**src/rtl/quad3_pkg.sv**
```systemverilog
package quad3_pkg;
  localparam int REG_W  = 16;
  localparam int ADDR_W = 4;

  localparam logic [ADDR_W-1:0] OFS_CTRL  = 4'h0;
  localparam int                OFS_AXIS0 = 2;
  localparam logic [ADDR_W-1:0] OFS_DIV   = 4'h8;

  localparam int CB_MASK   = 0;
  localparam int CB_ACK    = 1;
  localparam int CB_STAT   = 2;
  localparam int CB_THR_LO = 3;
  localparam int CB_EN_LO  = 10;

  localparam logic [REG_W-1:0] CTRL_RESET = 16'h0010;

  typedef enum logic [1:0] {
    MOVE_NONE = 2'd0,
    MOVE_UP   = 2'd1,
    MOVE_DOWN = 2'd2
  } move_e;
endpackage

```
**src/rtl/qd_sync.sv**
```systemverilog
module qd_sync #(
  parameter int W      = 6,
  parameter int STAGES = 2
) (
  input  logic         clk,
  input  logic         rst_n,
  input  logic [W-1:0] din,
  output logic [W-1:0] dout
);
  logic [W-1:0] chain [STAGES];

  always_ff @(posedge clk or negedge rst_n) begin
    if (!rst_n) begin
      for (int s = 0; s < STAGES; s++) chain[s] <= '0;
    end else begin
      chain[0] <= din;
      for (int s = 1; s < STAGES; s++) chain[s] <= chain[s-1];
    end
  end

  assign dout = chain[STAGES-1];
endmodule

```
**src/rtl/qd_tick.sv**
```systemverilog
module qd_tick #(
  parameter int DIV_W = 10
) (
  input  logic             clk,
  input  logic             rst_n,
  input  logic [DIV_W-1:0] div_val,
  output logic             tick
);
  logic [DIV_W-1:0] phase;

  assign tick = (phase >= div_val);

  always_ff @(posedge clk or negedge rst_n) begin
    if (!rst_n)    phase <= '0;
    else if (tick) phase <= '0;
    else           phase <= phase + DIV_W'(1);
  end

  // after a tick a nonzero divider holds off the next one
  p_tick_gap_r4: assert property (@(posedge clk) disable iff (!rst_n)
    (tick && div_val != '0) |=> (!tick || div_val == '0));
endmodule

```
**src/rtl/qd_axis.sv**
```systemverilog
module qd_axis
  import quad3_pkg::*;
#(
  parameter int CNT_W = 16
) (
  input  logic             clk,
  input  logic             rst_n,
  input  logic             tick,
  input  logic             en,
  input  logic             a,
  input  logic             b,
  output logic [CNT_W-1:0] cnt,
  output logic             step
);
  logic [1:0] prev_ab;
  logic [1:0] cur_ab;
  move_e      move;

  assign cur_ab = {a, b};

  always_comb begin
    unique case ({prev_ab, cur_ab})
      4'b0010, 4'b1011, 4'b1101, 4'b0100: move = MOVE_UP;
      4'b0001, 4'b0111, 4'b1110, 4'b1000: move = MOVE_DOWN;
      default:                            move = MOVE_NONE;
    endcase
  end

  assign step = tick && en && (move != MOVE_NONE);

  always_ff @(posedge clk or negedge rst_n) begin
    if (!rst_n) begin
      prev_ab <= 2'b00;
      cnt     <= '0;
    end else begin
      if (tick) prev_ab <= cur_ab;
      if (!en) begin
        cnt <= '0;
      end else if (tick) begin
        case (move)
          MOVE_UP:   cnt <= cnt + CNT_W'(1);
          MOVE_DOWN: cnt <= cnt - CNT_W'(1);
          default:   cnt <= cnt;
        endcase
      end
    end
  end

  // a disabled axis holds zero
  p_off_zero_r5: assert property (@(posedge clk) disable iff (!rst_n)
    !en |=> (cnt == '0));
  // an enabled axis moves by at most one per cycle
  p_unit_move_r2: assert property (@(posedge clk) disable iff (!rst_n)
    en |=> (cnt == $past(cnt) || cnt == $past(cnt) + CNT_W'(1) ||
            cnt == $past(cnt) - CNT_W'(1)));
  // no count change between ticks
  p_hold_no_tick_r4: assert property (@(posedge clk) disable iff (!rst_n)
    (en && !tick) |=> $stable(cnt));
endmodule

```
**src/rtl/quad3_decoder.sv**
```systemverilog
module quad3_decoder
  import quad3_pkg::*;
#(
  parameter int NUM_AXES    = 3,
  parameter int CNT_W       = 16,
  parameter int DIV_W       = 10,
  parameter int THR_W       = 7,
  parameter int SYNC_STAGES = 2
) (
  input  logic              clk,
  input  logic              rst_n,
  input  logic              reg_wr,
  input  logic [ADDR_W-1:0] reg_addr,
  input  logic [REG_W-1:0]  reg_wdata,
  output logic [REG_W-1:0]  reg_rdata,
  input  logic [2:0]        enc_a,
  input  logic [2:0]        enc_b,
  output logic              irq
);
  localparam int EV_W  = THR_W + 1;
  localparam int EVS_W = EV_W + 1;
  localparam logic [EV_W-1:0] EV_MAX = '1;

  logic [NUM_AXES-1:0] en_q;
  logic [THR_W-1:0]    thr_q;
  logic                mask_q;
  logic                status_q;
  logic [DIV_W-1:0]    div_q;
  logic [EV_W-1:0]     ev_q;

  logic [2*NUM_AXES-1:0] sync_in, sync_out;
  logic [NUM_AXES-1:0]   step_v;
  logic [CNT_W-1:0]      cnt_v [NUM_AXES];
  logic                  tick;

  assign sync_in = {enc_b[NUM_AXES-1:0], enc_a[NUM_AXES-1:0]};

  qd_sync #(.W(2*NUM_AXES), .STAGES(SYNC_STAGES)) u_sync (
    .clk(clk), .rst_n(rst_n), .din(sync_in), .dout(sync_out));

  qd_tick #(.DIV_W(DIV_W)) u_tick (
    .clk(clk), .rst_n(rst_n), .div_val(div_q), .tick(tick));

  for (genvar g = 0; g < NUM_AXES; g++) begin : g_axis
    qd_axis #(.CNT_W(CNT_W)) u_axis (
      .clk(clk), .rst_n(rst_n), .tick(tick), .en(en_q[g]),
      .a(sync_out[g]), .b(sync_out[NUM_AXES+g]),
      .cnt(cnt_v[g]), .step(step_v[g]));
  end

  logic             wr_ctrl, ack;
  logic [THR_W-1:0] thr_eff;
  logic [EVS_W-1:0] ev_sum;
  logic [EV_W-1:0]  ev_next;

  assign wr_ctrl = reg_wr && (reg_addr == OFS_CTRL);
  assign ack     = wr_ctrl && reg_wdata[CB_ACK];
  assign thr_eff = (thr_q == '0) ? THR_W'(1) : thr_q;
  assign ev_sum  = {1'b0, ev_q} + EVS_W'($countones(step_v));
  assign ev_next = ev_sum[EV_W] ? EV_MAX : ev_sum[EV_W-1:0];

  always_ff @(posedge clk or negedge rst_n) begin
    if (!rst_n) begin
      en_q   <= CTRL_RESET[CB_EN_LO +: NUM_AXES];
      thr_q  <= CTRL_RESET[CB_THR_LO +: THR_W];
      mask_q <= CTRL_RESET[CB_MASK];
      div_q  <= '0;
    end else if (reg_wr) begin
      if (reg_addr == OFS_CTRL) begin
        en_q   <= reg_wdata[CB_EN_LO +: NUM_AXES];
        thr_q  <= reg_wdata[CB_THR_LO +: THR_W];
        mask_q <= reg_wdata[CB_MASK];
      end
      if (reg_addr == OFS_DIV) div_q <= reg_wdata[DIV_W-1:0];
    end
  end

  always_ff @(posedge clk or negedge rst_n) begin
    if (!rst_n) begin
      ev_q     <= '0;
      status_q <= 1'b0;
    end else if (ack) begin
      ev_q     <= '0;
      status_q <= 1'b0;
    end else begin
      ev_q <= ev_next;
      if (ev_next >= EV_W'(thr_eff)) status_q <= 1'b1;
    end
  end

  assign irq = status_q & mask_q;

  always_comb begin
    reg_rdata = '0;
    if (reg_addr == OFS_CTRL) begin
      reg_rdata[CB_MASK]                = mask_q;
      reg_rdata[CB_STAT]                = status_q;
      reg_rdata[CB_THR_LO +: THR_W]     = thr_q;
      reg_rdata[CB_EN_LO +: NUM_AXES]   = en_q;
    end else if (reg_addr == OFS_DIV) begin
      reg_rdata[DIV_W-1:0] = div_q;
    end else begin
      for (int i = 0; i < NUM_AXES; i++) begin
        if (reg_addr == ADDR_W'(OFS_AXIS0 + 2*i) && en_q[i])
          reg_rdata = REG_W'(cnt_v[i]);
      end
    end
  end

  // acknowledge empties status and event total
  p_ack_clears_r8: assert property (@(posedge clk) disable iff (!rst_n)
    ack |=> (!status_q && ev_q == '0));
  // status is sticky until acknowledged
  p_status_sticky_r7: assert property (@(posedge clk) disable iff (!rst_n)
    (status_q && !ack) |=> status_q);
  // event total never falls without an acknowledge
  p_ev_monotonic_r7: assert property (@(posedge clk) disable iff (!rst_n)
    !ack |=> (ev_q >= $past(ev_q)));
endmodule

```
**config.mk**
```make
export PLATFORM = sky130hd
export DESIGN_NAME = quad3_decoder
export DESIGN_NICKNAME = d
export VERILOG_FILES = /design/src/rtl/quad3_pkg.sv /design/src/rtl/qd_sync.sv /design/src/rtl/qd_tick.sv /design/src/rtl/qd_axis.sv /design/src/rtl/quad3_decoder.sv
export SDC_FILE = /design/constraint.sdc
export NUM_CORES = 1
export LEC_CHECK = 0
export BUFFER_PORTS_ARGS = -buffer_cell sky130_fd_sc_hd__buf_2
export CAP_MARGIN = 20
export CORE_ASPECT_RATIO = 1.2
export CORE_MARGIN = 3
export CORE_UTILIZATION = 60
export CTS_BUF_LIST = sky130_fd_sc_hd__clkbuf_2 sky130_fd_sc_hd__clkbuf_4 sky130_fd_sc_hd__clkbuf_8
export DETAILED_ROUTE_END_ITERATION = 6
export GPL_TIMING_DRIVEN = 0
export PLACE_DENSITY_LB_ADDON = 0.05
export SYNTH_ARGS = -nofsm -noshare
export SYNTH_HDL_FRONTEND = slang
export SYNTH_SLANG_ARGS = --single-unit
```
**constraint.sdc**
```tcl
create_clock -name clk -period 10.84 [get_ports clk]
set_input_delay 2.71 -clock clk [delete_from_list [all_inputs] [get_ports clk]]
set_output_delay 2.71 -clock clk [all_outputs]
set_load 0.01 [all_outputs]
```
Yosys cells after proc, flatten, opt, wreduce, memory -nomap -nowiden --
Memories as Yosys holds them, arrays and structs flattened. Cells that the tools add are included.
Operators by class: order comparisons 2, eq/ne operators 16, reductions and logical operators 22, bitwise logic cells 1, multiplexer cells 24, $add $sub $neg 10
Operators with widths (count):
- $mux W16 | 9
- $pmux W16 S2 | 3
- $add A16 B1 Y16 const B | 3
- $sub A16 B1 Y16 const B | 3
- $mux W10 | 2
- $mux W8 | 2
- $logic_and A1 B1 Y1 | 11
- $mux W11 | 1
- $add A10 B1 Y10 const B | 1
- $ge A10 B10 Y1 | 1
- $reduce_and A2 Y1 | 5
- $add A8 B3 Y9 | 1
- $ne A3 B1 Y1 const B | 3
- $eq A4 B3 Y1 const B | 2
- $ge A8 B7 Y1 | 1
- $reduce_bool A2 Y1 | 4
- $logic_not A7 Y1 | 1
- $mux W7 | 1
- $eq A2 B1 Y1 const B | 3
- $eq A2 B2 Y1 const B | 3
- $mux W6 | 1
- $ne A2 B1 Y1 const B | 3
- $eq A4 B2 Y1 const B | 1
- $eq A4 B4 Y1 const B | 1
- other kinds (6) | 9
Word-level totals: memories kept 3, bits in read-only memories 96, output and inout port bits 17, input port bits 29, logic and storage cells 93, register bits after elaboration 106
Memory list:
- (name not given) | words 16, bits a word 2, read ports 1, clocked after Yosys merged registers in 0, wr ports 0, RTL line qd_axis.sv:22 | unique case ({prev_ab, cur_ab})
- (name not given) | words 16, bits a word 2, read ports 1, clocked after Yosys merged registers in 0, wr ports 0, RTL line qd_axis.sv:22
- (name not given) | words 16, bits a word 2, read ports 1, clocked after Yosys merged registers in 0, wr ports 0, RTL line qd_axis.sv:22

Logic depth before layout (Yosys ltp) --
Gate-level depths: netlist (run 1).
word-level depth 10, mapped depth 26, mapped depth without buffers 24

Cells and area by module --
From an unflattened synthesis (run 1), not the netlist that was laid out.
Unflattened totals: cell total of the unflattened synthesis 817, area total of the unflattened synthesis 7542.2 um^2
By module, submodules not included:
- qd_axis | area an instance 1426.4 um^2, sequential area each 450.4 um^2, cells each 171, instances 3
- quad3_decoder | area an instance 2129.5 um^2, sequential area each 752.0 um^2, cells each 208, instances 1
- qd_tick | area an instance 788.3 um^2, sequential area each 250.2 um^2, cells each 78, instances 1
- qd_sync | area an instance 345.3 um^2, sequential area each 300.3 um^2, cells each 18, instances 1

Worst setup path before layout (run 1) --
Ideal clock, no wire load.
kind input to output, start input reg_addr[3], end output reg_rdata[10], data arrival time 4176 ps, data required time 8130 ps, path buffers 2, slack 3954 ps, stages on the path 6, cells stage by stage clkbuf_1 > nor3b_1 > nor3b_1 > buf_2 > a222oi_1 > a21oi_1
On the way: cells in the longest elaborated chain, start to end 7, elaborated cells between the ends (all ways) 13, classes of those cells eq/ne: 4; mux: 5; reduce/logical: 4
RTL lines:
- start, declared | RTL line quad3_decoder.sv:13 | input logic [ADDR_W-1:0] reg_addr,
- $eq A4 B2 Y1 | RTL line quad3_decoder.sv:104 | if (reg_addr == ADDR_W'(OFS_AXIS0 + 2*i) && en_q[i])
- $logic_and A1 B1 Y1 | RTL line quad3_decoder.sv:104
- $mux W16 (3 in a row) | RTL line quad3_decoder.sv:104
- $mux W6 | RTL line quad3_decoder.sv:100 | end else if (reg_addr == OFS_DIV) begin
- $mux W11 (*) | RTL line quad3_decoder.sv:95 | if (reg_addr == OFS_CTRL) begin
- end, declared | RTL line quad3_decoder.sv:15 | output logic [REG_W-1:0] reg_rdata,
Mark *: on every way between the ends. The rest lies on a longest branch, timed or not.

Worst setup path in the final report (run 1) --
start input reg_addr[3], end output reg_rdata[9]
On the way: cells in the longest elaborated chain, start to end 7, elaborated cells between the ends (all ways) 13, classes of those cells eq/ne: 4; mux: 5; reduce/logical: 4
RTL lines (RTL line):
- $eq A4 B2 Y1 | quad3_decoder.sv:104
- $logic_and A1 B1 Y1 | quad3_decoder.sv:104
- $mux W16 (3 in a row) | quad3_decoder.sv:104
- $mux W10 | quad3_decoder.sv:100
- $mux W11 (*) | quad3_decoder.sv:95
Marks and branches as above.

==> results.cfg, run 1 <==
[outcome]
status = complete, no violations

[clock_tree]
clock_latency_ns = 0.40
max-clock-path-buffers = 2
cts_max_level = 3
clock-sinks = 106
cts_buffers = 9
cts_resized = 0
cts_tree = built
hold_buffers = 0
clkTransAtPathRegs_ns = 0.11
root_buffer = clkbuf_8
post_cts_buffers = 0

[power_and_ir_drop]
power.internal_mw = 0.848
leakagePower_nw = 3.82
power_density_mw_per_mm2 = 191
seq_power_share_pct = 36.1
ir_drop_mv = 0.121
clkPwrFrac_pct = 17.3
p_switching_mw = 0.618
combPwrFrac_pct = 46.7
swShare_pct = 42.2

[synthesis]
ys_ff_latch = 106
syn-num-nets = 810
synthDistinctLibCells = 63
ys.flop_type = dfrtp_1
netlist_area_sq_mm = 0.00703
synth_edf_count = 0
ys_seq_area_share_pct = 37.8
syn_inst = 714
yosysWarnings = 0
avgSynthCellArea_sq_um = 9.84
synthArstFlopShare_pct = 100

[sta]
rsz0062_at_grt = false
fin_crit_sh_pct = 69.3
fin_skew_ns = 0.00672
finalHoldViolCount = 0
fin_setup_tns_ns = 0
setup_viol = 0
slew_headroom_pct = 36.1
worst_slew_pin_slew_ns = 0.957
slew_violations = 0
fin_crit_ns = 7.51
fmax_mhz = 133

[die]
die_w_um = 105
row_count = 42
core_sq_mm = 0.0112
io_pins = 46
dieArea_sq_mm = 0.0131
dieHeight_um = 125
start_util_pct = 62.5

[setup_path]
worstPathRequired_ns = 8.13
critPathBufInv = 3
cp_slowest_cell = nor3b_1
worst_path_largest_cell_delay_ns = 0.69
crit_path_cell_trace = clkbuf_1, nor3b_1, nor3b_1, buf_2, a222oi_1, a21oi_1, buf_2
arrival_ns = 4.80
path_class = in2out
cpLargestDelayFamily = simple AND/OR/NAND/NOR gates
crit_fanout = 10
start_kind = input pin
setup.worst_path.end_class = output pin

[route]
ant_nets = 0
viasPerCell = 6.13
dr.max_layer_used = met4
routedWlPerCell_um = 18.0
drc = 0
wl_met2_um = 8070
drt_first_pass_iters = 5
drt_iter0_drc = 392
vias = 5685
wirelength_um = 16700
wl_met1_um = 6990
met3_length_um = 1160

[global_route]
grt_pass1_wl_um = 27500
grt_overflow = 0
grt.total_usage_pct = 26.3
grt_pass1_vias = 5588
grt_max_degree = 66
antenna_found_initial = 0

[worst_hold_path]
hold_class = reg2reg

[finish]
drive_gt1_share_pct = 14.7
n_antenna_cell = 0
area_delta_synth_final_pct = 9.20
nFillCells = 932
layout_commonest_cell = dfrtp_1
multi_input_area_sq_mm = 0.00408
postLayoutCellArea_sq_mm = 0.00767
final_nets = 865
seqCellArea_sq_mm = 0.00265
layout_common_cells = dfrtp_1, nand2_1, ha_1

[place]
io_buffers = 41
gp_congestion = 0.929
placed_area_sq_mm = 0.00747
dpl.hpwl_um = 12700

[job]
maxCapViolCount = 0
==> area by class of cell <==
class | instances | area share [%]
Multi-Input combinational cell | 546 | 53.1
Sequential cell | 106 | 34.6
Timing Repair Buffer | 44 | 3.26
Tap cell | 154 | 2.51
Buffer | 27 | 2.18
Inverter | 35 | 1.71
Clock buffer | 9 | 1.61
Clock inverter | 7 | 1.01
==> Yosys cell counts (all sizes together), types with 2 or more instances <==
| cell type | instances | area, sq um |
|---|---|---|
| a211o | 2 | 17.5 |
| a211oi | 9 | 77.6 |
| a21o | 19 | 143 |
| a21oi | 51 | 255 |
| a221o | 8 | 80.1 |
| a222oi | 6 | 60.1 |
| a22o | 28 | 245 |
| a22oi | 5 | 37.5 |
| a31o | 4 | 35.0 |
| a31oi | 3 | 18.8 |
| a32oi | 2 | 17.5 |
| and2 | 7 | 46.3 |
| and3 | 9 | 56.3 |
| and4 | 2 | 17.5 |
| buf | 13 | 115 |
| clkbuf | 14 | 52.6 |
| dfrtp | 105 | 2630 |
| fa | 5 | 100 |
| ha | 62 | 776 |
| inv | 35 | 131 |
| mux2 | 28 | 315 |
| mux2i | 14 | 140 |
| nand2 | 68 | 255 |
| nand2b | 7 | 51.3 |
| nand3 | 19 | 95.1 |
| nand4 | 3 | 18.8 |
| nor2 | 51 | 191 |
| nor2b | 4 | 25.0 |
| nor3 | 6 | 30.0 |
| nor3b | 3 | 22.5 |
| o211a | 2 | 20.0 |
| o211ai | 6 | 45.0 |
| o21a | 4 | 30.0 |
| o21ai | 30 | 173 |
| o21bai | 2 | 15.0 |
| o31ai | 2 | 15.0 |
| or3 | 2 | 12.5 |
| xnor2 | 30 | 263 |
| xor2 | 28 | 245 |
==> final timing paths <==
| kind | cells after the start | slack, ns | startpoint | end |
|---|---|---|---|---|
| max | 7 | 3.33 | reg_addr[3] | reg_rdata[9] |
| min | 0 | 0.36 | u_sync.chain[7] | u_sync.dout[1] |
| max reg2reg | 25 | 5.52 | u_tick.phase[3] | status_q |
| min reg2reg | 0 | 0.36 | u_sync.chain[7] | u_sync.dout[1] |
| max in group asynchronous | 2 | 7.74 | rst_n | g_axis[0].u_axis.cnt[3] |
| min in group asynchronous | 1 | 2.40 | rst_n | g_axis[0].u_axis.cnt[14] |
==> cells by family after synthesis <==
family                   share of synthesized area (%)
AO/OA/AOI/OAI                                     19.6
AND/OR/NAND/NOR                                   12.2
flip-flops                                        37.8
adder cells (fa/ha/maj)                           12.5
buffers and inverters                             4.25
XOR/XNOR                                          7.23
multiplexers                                      6.48
==> registers in the layout, indices dropped and copies added, names as in the netlist <==
signal / count
g_axis.u_axis.cnt: 48
div_q: 10
u_tick.phase: 10
ev_q: 8
thr_q: 7
g_axis.u_axis.prev_ab: 6
u_sync.chain: 6
u_sync.dout: 6
en_q: 3
mask_q: 1
status_q: 1
==> routing by layer <==
metal / track usage (%) / vias to the layer above
met4: 11.1 / 0
met1: 33.7 / 2782
met5: 0 / -
met3: 6.38 / 37
li1: - / 2703
met2: 42.5 / 163
==> power groups by stage <==
stage | registers, mW | clock network (mW) | logic [mW]
6_report | 0.529 | 0.254 | 0.684
5_1_grt | 0.541 | 0.272 | 0.770
4_1_cts | 0.529 | 0.258 | 0.684
3_5_place_dp | 0.537 | 0 | 0.680
3_3_place_gp | 0.533 | 0 | 0.635
2_1_floorplan | 0.515 | 0 | 0.528
==> stage by stage <==
step	setup slack, ns	total power, mW	hold slack, ns	utilization [%]	cells
2_1_floorplan	3.95	1.04	0.331	-	714
3_3_place_gp	3.51	1.17	0.332	66.0	909
3_5_place_dp	3.45	1.22	0.340	66.5	912
4_1_cts	3.43	1.47	0.368	68.2	928
5_1_grt	3.13	1.58	0.371	68.2	928
6_report	3.33	1.47	0.363	68.2	928
No activity file was read; power rests on OpenSTA's default activity.
==> inputs of run 2 (changes only) <==
--- a/config.mk
+++ b/config.mk
@@ -9,7 +9,7 @@
 export CAP_MARGIN = 20
 export CORE_ASPECT_RATIO = 1.2
 export CORE_MARGIN = 3
-export CORE_UTILIZATION = 60
+export CORE_UTILIZATION = 57
 export CTS_BUF_LIST = sky130_fd_sc_hd__clkbuf_2 sky130_fd_sc_hd__clkbuf_4 sky130_fd_sc_hd__clkbuf_8
 export DETAILED_ROUTE_END_ITERATION = 6
 export GPL_TIMING_DRIVEN = 0
==> constraint.sdc (replaced) <==
create_clock -name clk -period 6.3 [get_ports clk]
set_input_delay 1.575 -clock clk [delete_from_list [all_inputs] [get_ports clk]]
set_output_delay 1.575 -clock clk [all_outputs]
set_load 0.01 [all_outputs]
==> run 2 against run 1 <==
Hold slack got worse by 0.0036 ns. First-iteration DRC count rose by 4.1%. Combinational power rose by 73%. Critical endpoint is now status_q.
==> results.cfg, run 2 (synthesis gave the netlist of run 1 again) <==
[clock_tree]
clock-sinks = 106
hold_buffers = 0
cts_buffers = 9
cts_tree = built
cts_max_level = 3
max-clock-path-buffers = 2
clock_latency_ns = 0.39
post_cts_buffers = 0
clkTransAtPathRegs_ns = 0.11
root_buffer = clkbuf_8
cts_resized = 0

[power_and_ir_drop]
clkPwrFrac_pct = 16.9
swShare_pct = 41.9
p_switching_mw = 1.05
power_density_mw_per_mm2 = 327
ir_drop_mv = 0.208
total_power_mw = 2.51
leakagePower_nw = 3.82
seq_power_share_pct = 36.1
combPwrFrac_pct = 47.0
power.internal_mw = 1.46

[sta]
slew_headroom_pct = 44.0
worst_slew_pin_slew_ns = 0.838
fin_skew_ns = 0.0131
fin_crit_ns = 5.24
fin_crit_sh_pct = 83.1
fmax_mhz = 191
slew_violations = 0
setup_viol = 0
fin_setup_tns_ns = 0
rsz0062_at_grt = false
finalHoldViolCount = 0

[setup_path]
r2r_slack_ns = 1.06
cpLargestDelayFamily = adder cells
worstPathRequired_ns = 6.56
r2r-end = status_q
arrival_ns = 5.50
r2r-start = u_tick.phase[0]
path_class = reg2reg
setup.worst_path.end_class = flop
worst_path_largest_cell_delay_ns = 0.49
cp_slowest_cell = fa_1
critPathBufInv = 5
startpoint = u_tick.phase[0]
crit_fanout = 10
reg2regPathDepth = 26
start_kind = flop

[die]
dieArea_sq_mm = 0.0137
io_pins = 46
start_util_pct = 59.6
die_w_um = 107
row_count = 43
core_sq_mm = 0.0118
dieHeight_um = 128

[finish]
drive_gt1_share_pct = 14.7
final_nets = 866
multi_input_area_sq_mm = 0.00408
max_flop_register = g_axis.u_axis.cnt
n_antenna_cell = 0
seqCellArea_sq_mm = 0.00265
reg.largest.list = g_axis.u_axis.cnt: 48 flops, div_q: 10 flops, u_tick.phase: 10 flops
postLayoutCellArea_sq_mm = 0.00768
nFillCells = 981
largest_reg_flops = 48
layout_common_cells = dfrtp_1, nand2_1, ha_1
instances_no_fill = 932
layout_commonest_cell = dfrtp_1
area_delta_synth_final_pct = 9.35

[worst_hold_path]
hold_start = u_sync.chain[7]
hold_class = reg2reg
whs_endpoint = u_sync.dout[1]
hold_depth = 0

[place]
placed_cells = 915
placed_area_sq_mm = 0.00748
io_buffers = 41
dpl.hpwl_um = 12700
gp_congestion = 0.882

[global_route]
grt_pass1_wl_um = 27300
grt_pass1_vias = 5657
grt_overflow = 0
grt.total_usage_pct = 25.3
antenna_found_initial = 0
grt_max_degree = 63

[route]
wirelength_um = 16600
drt_first_pass_iters = 5
drt_iter0_drc = 408
drc = 0
vias = 5660
ant_nets = 0
viasPerCell = 6.07
routedWlPerCell_um = 17.8

[job]
maxCapViolCount = 0

[outcome]
status = complete, no violations
[run 2: worst max-delay path by stage]
stage               end  slack (ns)  depth (start not counted)
5_1_grt        status_q        0.62                         24
4_1_cts        status_q        1.04                         26
6_report       status_q        1.06                         26
3_3_place_gp   status_q        0.76                         21
2_1_floorplan  status_q        1.65                         26
3_5_place_dp   status_q        1.05                         25
[run 2: area by class of cell]
| type | count | area share [%] |
|---|---|---|
| clock inverter | 7 | 0.879 |
| multi-input combinational | 546 | 53.0 |
| timing repair buffer | 45 | 3.50 |
| buffer | 27 | 2.18 |
| clock buffer | 9 | 1.61 |
| tap | 157 | 2.56 |
| sequential | 106 | 34.5 |
| inverter | 35 | 1.71 |
[run 2: metal layers]
layer / global-route usage, % / wire length, um / share of wire, % / vias to the layer above
met4: 9.73 / 497 / 3.0 / 0
met5: 0 / 0 / 0 / -
met2: 42.3 / 7910 / 48 / 163
li1: - / - / - / 2707
met3: 3.79 / 956 / 5.8 / 28
met1: 33.1 / 7190 / 43 / 2762
[run 2: worst register-to-register path, delay by kind of cell, from the launching register on]
kind            cells  cell delay (ns)
compound gates      7             0.81
fa+ha+maj           5             1.71
buf+inv             5             0.70
flops               1             0.44
simple gates        9             1.43
[run 2: through the flow]
step           hold WS [ns]  util, %  setup slack [ns]
5_1_grt               0.366     65.2             0.618
3_3_place_gp          0.333     63.1             0.756
3_5_place_dp          0.335     63.5              1.05
2_1_floorplan         0.331        -              1.65
4_1_cts               0.361     65.1              1.04
6_report              0.359     65.2              1.06
[run 2: power by group through the flow]
stage | clock network [mW] | logic [mW] | registers (mW)
6_report | 0.423 | 1.18 | 0.908
2_1_floorplan | 0 | 0.909 | 0.887
4_1_cts | 0.436 | 1.17 | 0.909
5_1_grt | 0.454 | 1.33 | 0.928
3_5_place_dp | 0 | 1.17 | 0.923
3_3_place_gp | 0 | 1.10 | 0.916
==> inputs of run 3 (changes only) <==
==> constraint.sdc (replaced) <==
create_clock -name clk -period 4.5 [get_ports clk]
set_input_delay 1.125 -clock clk [delete_from_list [all_inputs] [get_ports clk]]
set_output_delay 1.125 -clock clk [all_outputs]
set_load 0.01 [all_outputs]
==> run 3 against run 2 <==
Critical endpoint unchanged. Core utilization increased by 1.7 points. Via count increased by 0.34%. Sequential share of layout area shrank 0.90 points. Sequential power rose by 40%. Largest power group unchanged. The run now ends with DRC left. Sequential cell count unchanged.
==> results.cfg, run 3 (synthesis gave the netlist of run 1 again) <==
[finish]
reg.largest.list = g_axis.u_axis.cnt: 48 flops, div_q: 10 flops, u_tick.phase: 10 flops
layout_commonest_cell = dfrtp_1
drive_gt1_share_pct = 18.3
final_nets = 876
utilization_pct = 67.0
area_delta_synth_final_pct = 12.3
max_flop_register = g_axis.u_axis.cnt
n_antenna_cell = 0
largest_reg_flops = 48
nFillCells = 954
layout_common_cells = dfrtp_1, nand2_1, ha_1

[global_route]
antenna_found_initial = 0
grt_overflow = 0
grt_max_degree = 72
grt.total_usage_pct = 26.0
grt_pass1_vias = 5777
grt_pass1_wl_um = 27900

[sta]
setup_viol = 0
fmax_mhz = 228
rsz0062_at_grt = true
whs_ns = 0.360
slew_headroom_pct = 38.6
fin_skew_ns = 0.0102
worst_slew_pin_slew_ns = 0.920
fin_crit_sh_pct = 97.6
finalHoldViolCount = 0
slew_violations = 0
fin_crit_ns = 4.39

[outcome]
violations = DRC
status = finished, violations left

[clock_tree]
clock_latency_ns = 0.40
root_buffer = clkbuf_8
cts_max_level = 3
cts_tree = built
clkTransAtPathRegs_ns = 0.11
cts_buffers = 9
max-clock-path-buffers = 2
clock-sinks = 106

[die]
row_count = 43
core_sq_mm = 0.0118
dieHeight_um = 128
dieArea_sq_mm = 0.0137
io_pins = 46
die_w_um = 107
start_util_pct = 59.6

[place]
gp_congestion = 0.871
dpl.hpwl_um = 13000
io_buffers = 41

[route]
met3_length_um = 764
routedWlPerCell_um = 18.3
dr.max_layer_used = met4
vias = 5679
drt_first_pass_iters = 7
wl_met1_um = 7210
drc = 2
ant_nets = 0
drt_iter0_drc = 288
wirelength_um = 17200
wl_met2_um = 8710
viasPerCell = 6.03

[setup_path]
arrival_ns = 4.66
worstPathRequired_ns = 4.77
critPathBufInv = 2
crit_path_cell_trace = ha_1, nand2b_4, a211oi_2, nor3_1, or4_4, o21ai_4, nor2_4, inv_2, fa_1, inv_2, ha_4, fa_2, nand2_4, nor2_4, a31oi_4, ha_4, nand2b_4, a21o_1, a21o_1, a21oi_2, nor2b_1, o21ai_1, a211oi_1
setup.worst_path.end_class = flop
cpLargestDelayFamily = adder cells
path_class = reg2reg
start_kind = flop
worst_path_largest_cell_delay_ns = 0.60
cp_slowest_cell = or4_4
crit_fanout = 3

[worst_hold_path]
hold_class = reg2reg

[job]
maxCapViolCount = 0

[power_and_ir_drop]
power_density_mw_per_mm2 = 455
leakagePower_nw = 3.88
ir_drop_mv = 0.338
[run 3: cell type report]
class | count | area [sq um] | share of cell area [%]
flip-flops and latches | 106 | 2650 | 33.6
plain buffers | 24 | 146 | 1.86
repair buffers | 58 | 359 | 4.55
clock buffers | 9 | 124 | 1.57
inverters | 35 | 131 | 1.67
well taps | 157 | 196 | 2.49
clock inverters | 7 | 75.1 | 0.951
multi-input cells | 546 | 4200 | 53.3
[run 3: metal layers]
| metal | track usage (%) | up-vias |
|---|---|---|
| met5 | 0 | - |
| met4 | 10.7 | 0 |
| met2 | 45.9 | 138 |
| met1 | 31.6 | 2779 |
| met3 | 3.89 | 38 |
| li1 | - | 2724 |
[run 3: final timing paths]
check                           depth (start not counted)                       end       startpoint  slack (ns)
max in group asynchronous                               2                  thr_q[1]            rst_n        3.05
worst max register to register                         23                  status_q         div_q[0]        0.11
worst min register to register                          0            u_sync.dout[1]  u_sync.chain[7]        0.36
worst min-delay path                                    0            u_sync.dout[1]  u_sync.chain[7]        0.36
min in group asynchronous                               1  g_axis[0].u_axis.cnt[14]            rst_n        0.68
worst max-delay path                                   23                  status_q         div_q[0]        0.11
[run 3: metrics by stage]
stage | power, mW | instance area [sq um] | std cells | setup WS [ns] | setup TNS (ns)
6_report | 3.59 | 7890 | 942 | 0.107 | 0
5_1_grt | 3.86 | 7890 | 942 | -0.118 | -0.118
4_1_cts | 3.54 | 7810 | 940 | 0.0167 | 0
3_5_place_dp | 2.94 | 7510 | 914 | -0.479 | -0.479
3_3_place_gp | 2.83 | 7470 | 912 | -0.318 | -0.318
2_1_floorplan | 2.53 | 7070 | 714 | 0.00441 | 0
[run 3: worst register-to-register path, stage by stage, from the launching register on]
cell,delay [ns]
dfrtp_1,0.40
ha_1,0.29
nand2b_4,0.14
a211oi_2,0.17
nor3_1,0.07
or4_4,0.60
o21ai_4,0.11
nor2_4,0.06
inv_2,0.06
fa_1,0.42
inv_2,0.09
ha_4,0.14
fa_2,0.25
nand2_4,0.07
nor2_4,0.18
a31oi_4,0.12
ha_4,0.23
nand2b_4,0.13
a21o_1,0.17
a21o_1,0.19
a21oi_2,0.14
nor2b_1,0.06
o21ai_1,0.12
a211oi_1,0.09
[run 3: report_power, final]
group	switching, mW	leakage (nW)	internal (mW)
clock network	0.378	0.102	0.219
registers	0.160	1.37	1.11
logic	0.970	2.41	0.747
[run 3: timing repair]
item,CTS,global route
gates resized for setup,6,11
pin swaps,14,10
buffers inserted,12,3
hold endpoints to repair,0,0
hold buffers,0,0
setup endpoints to repair,1,1
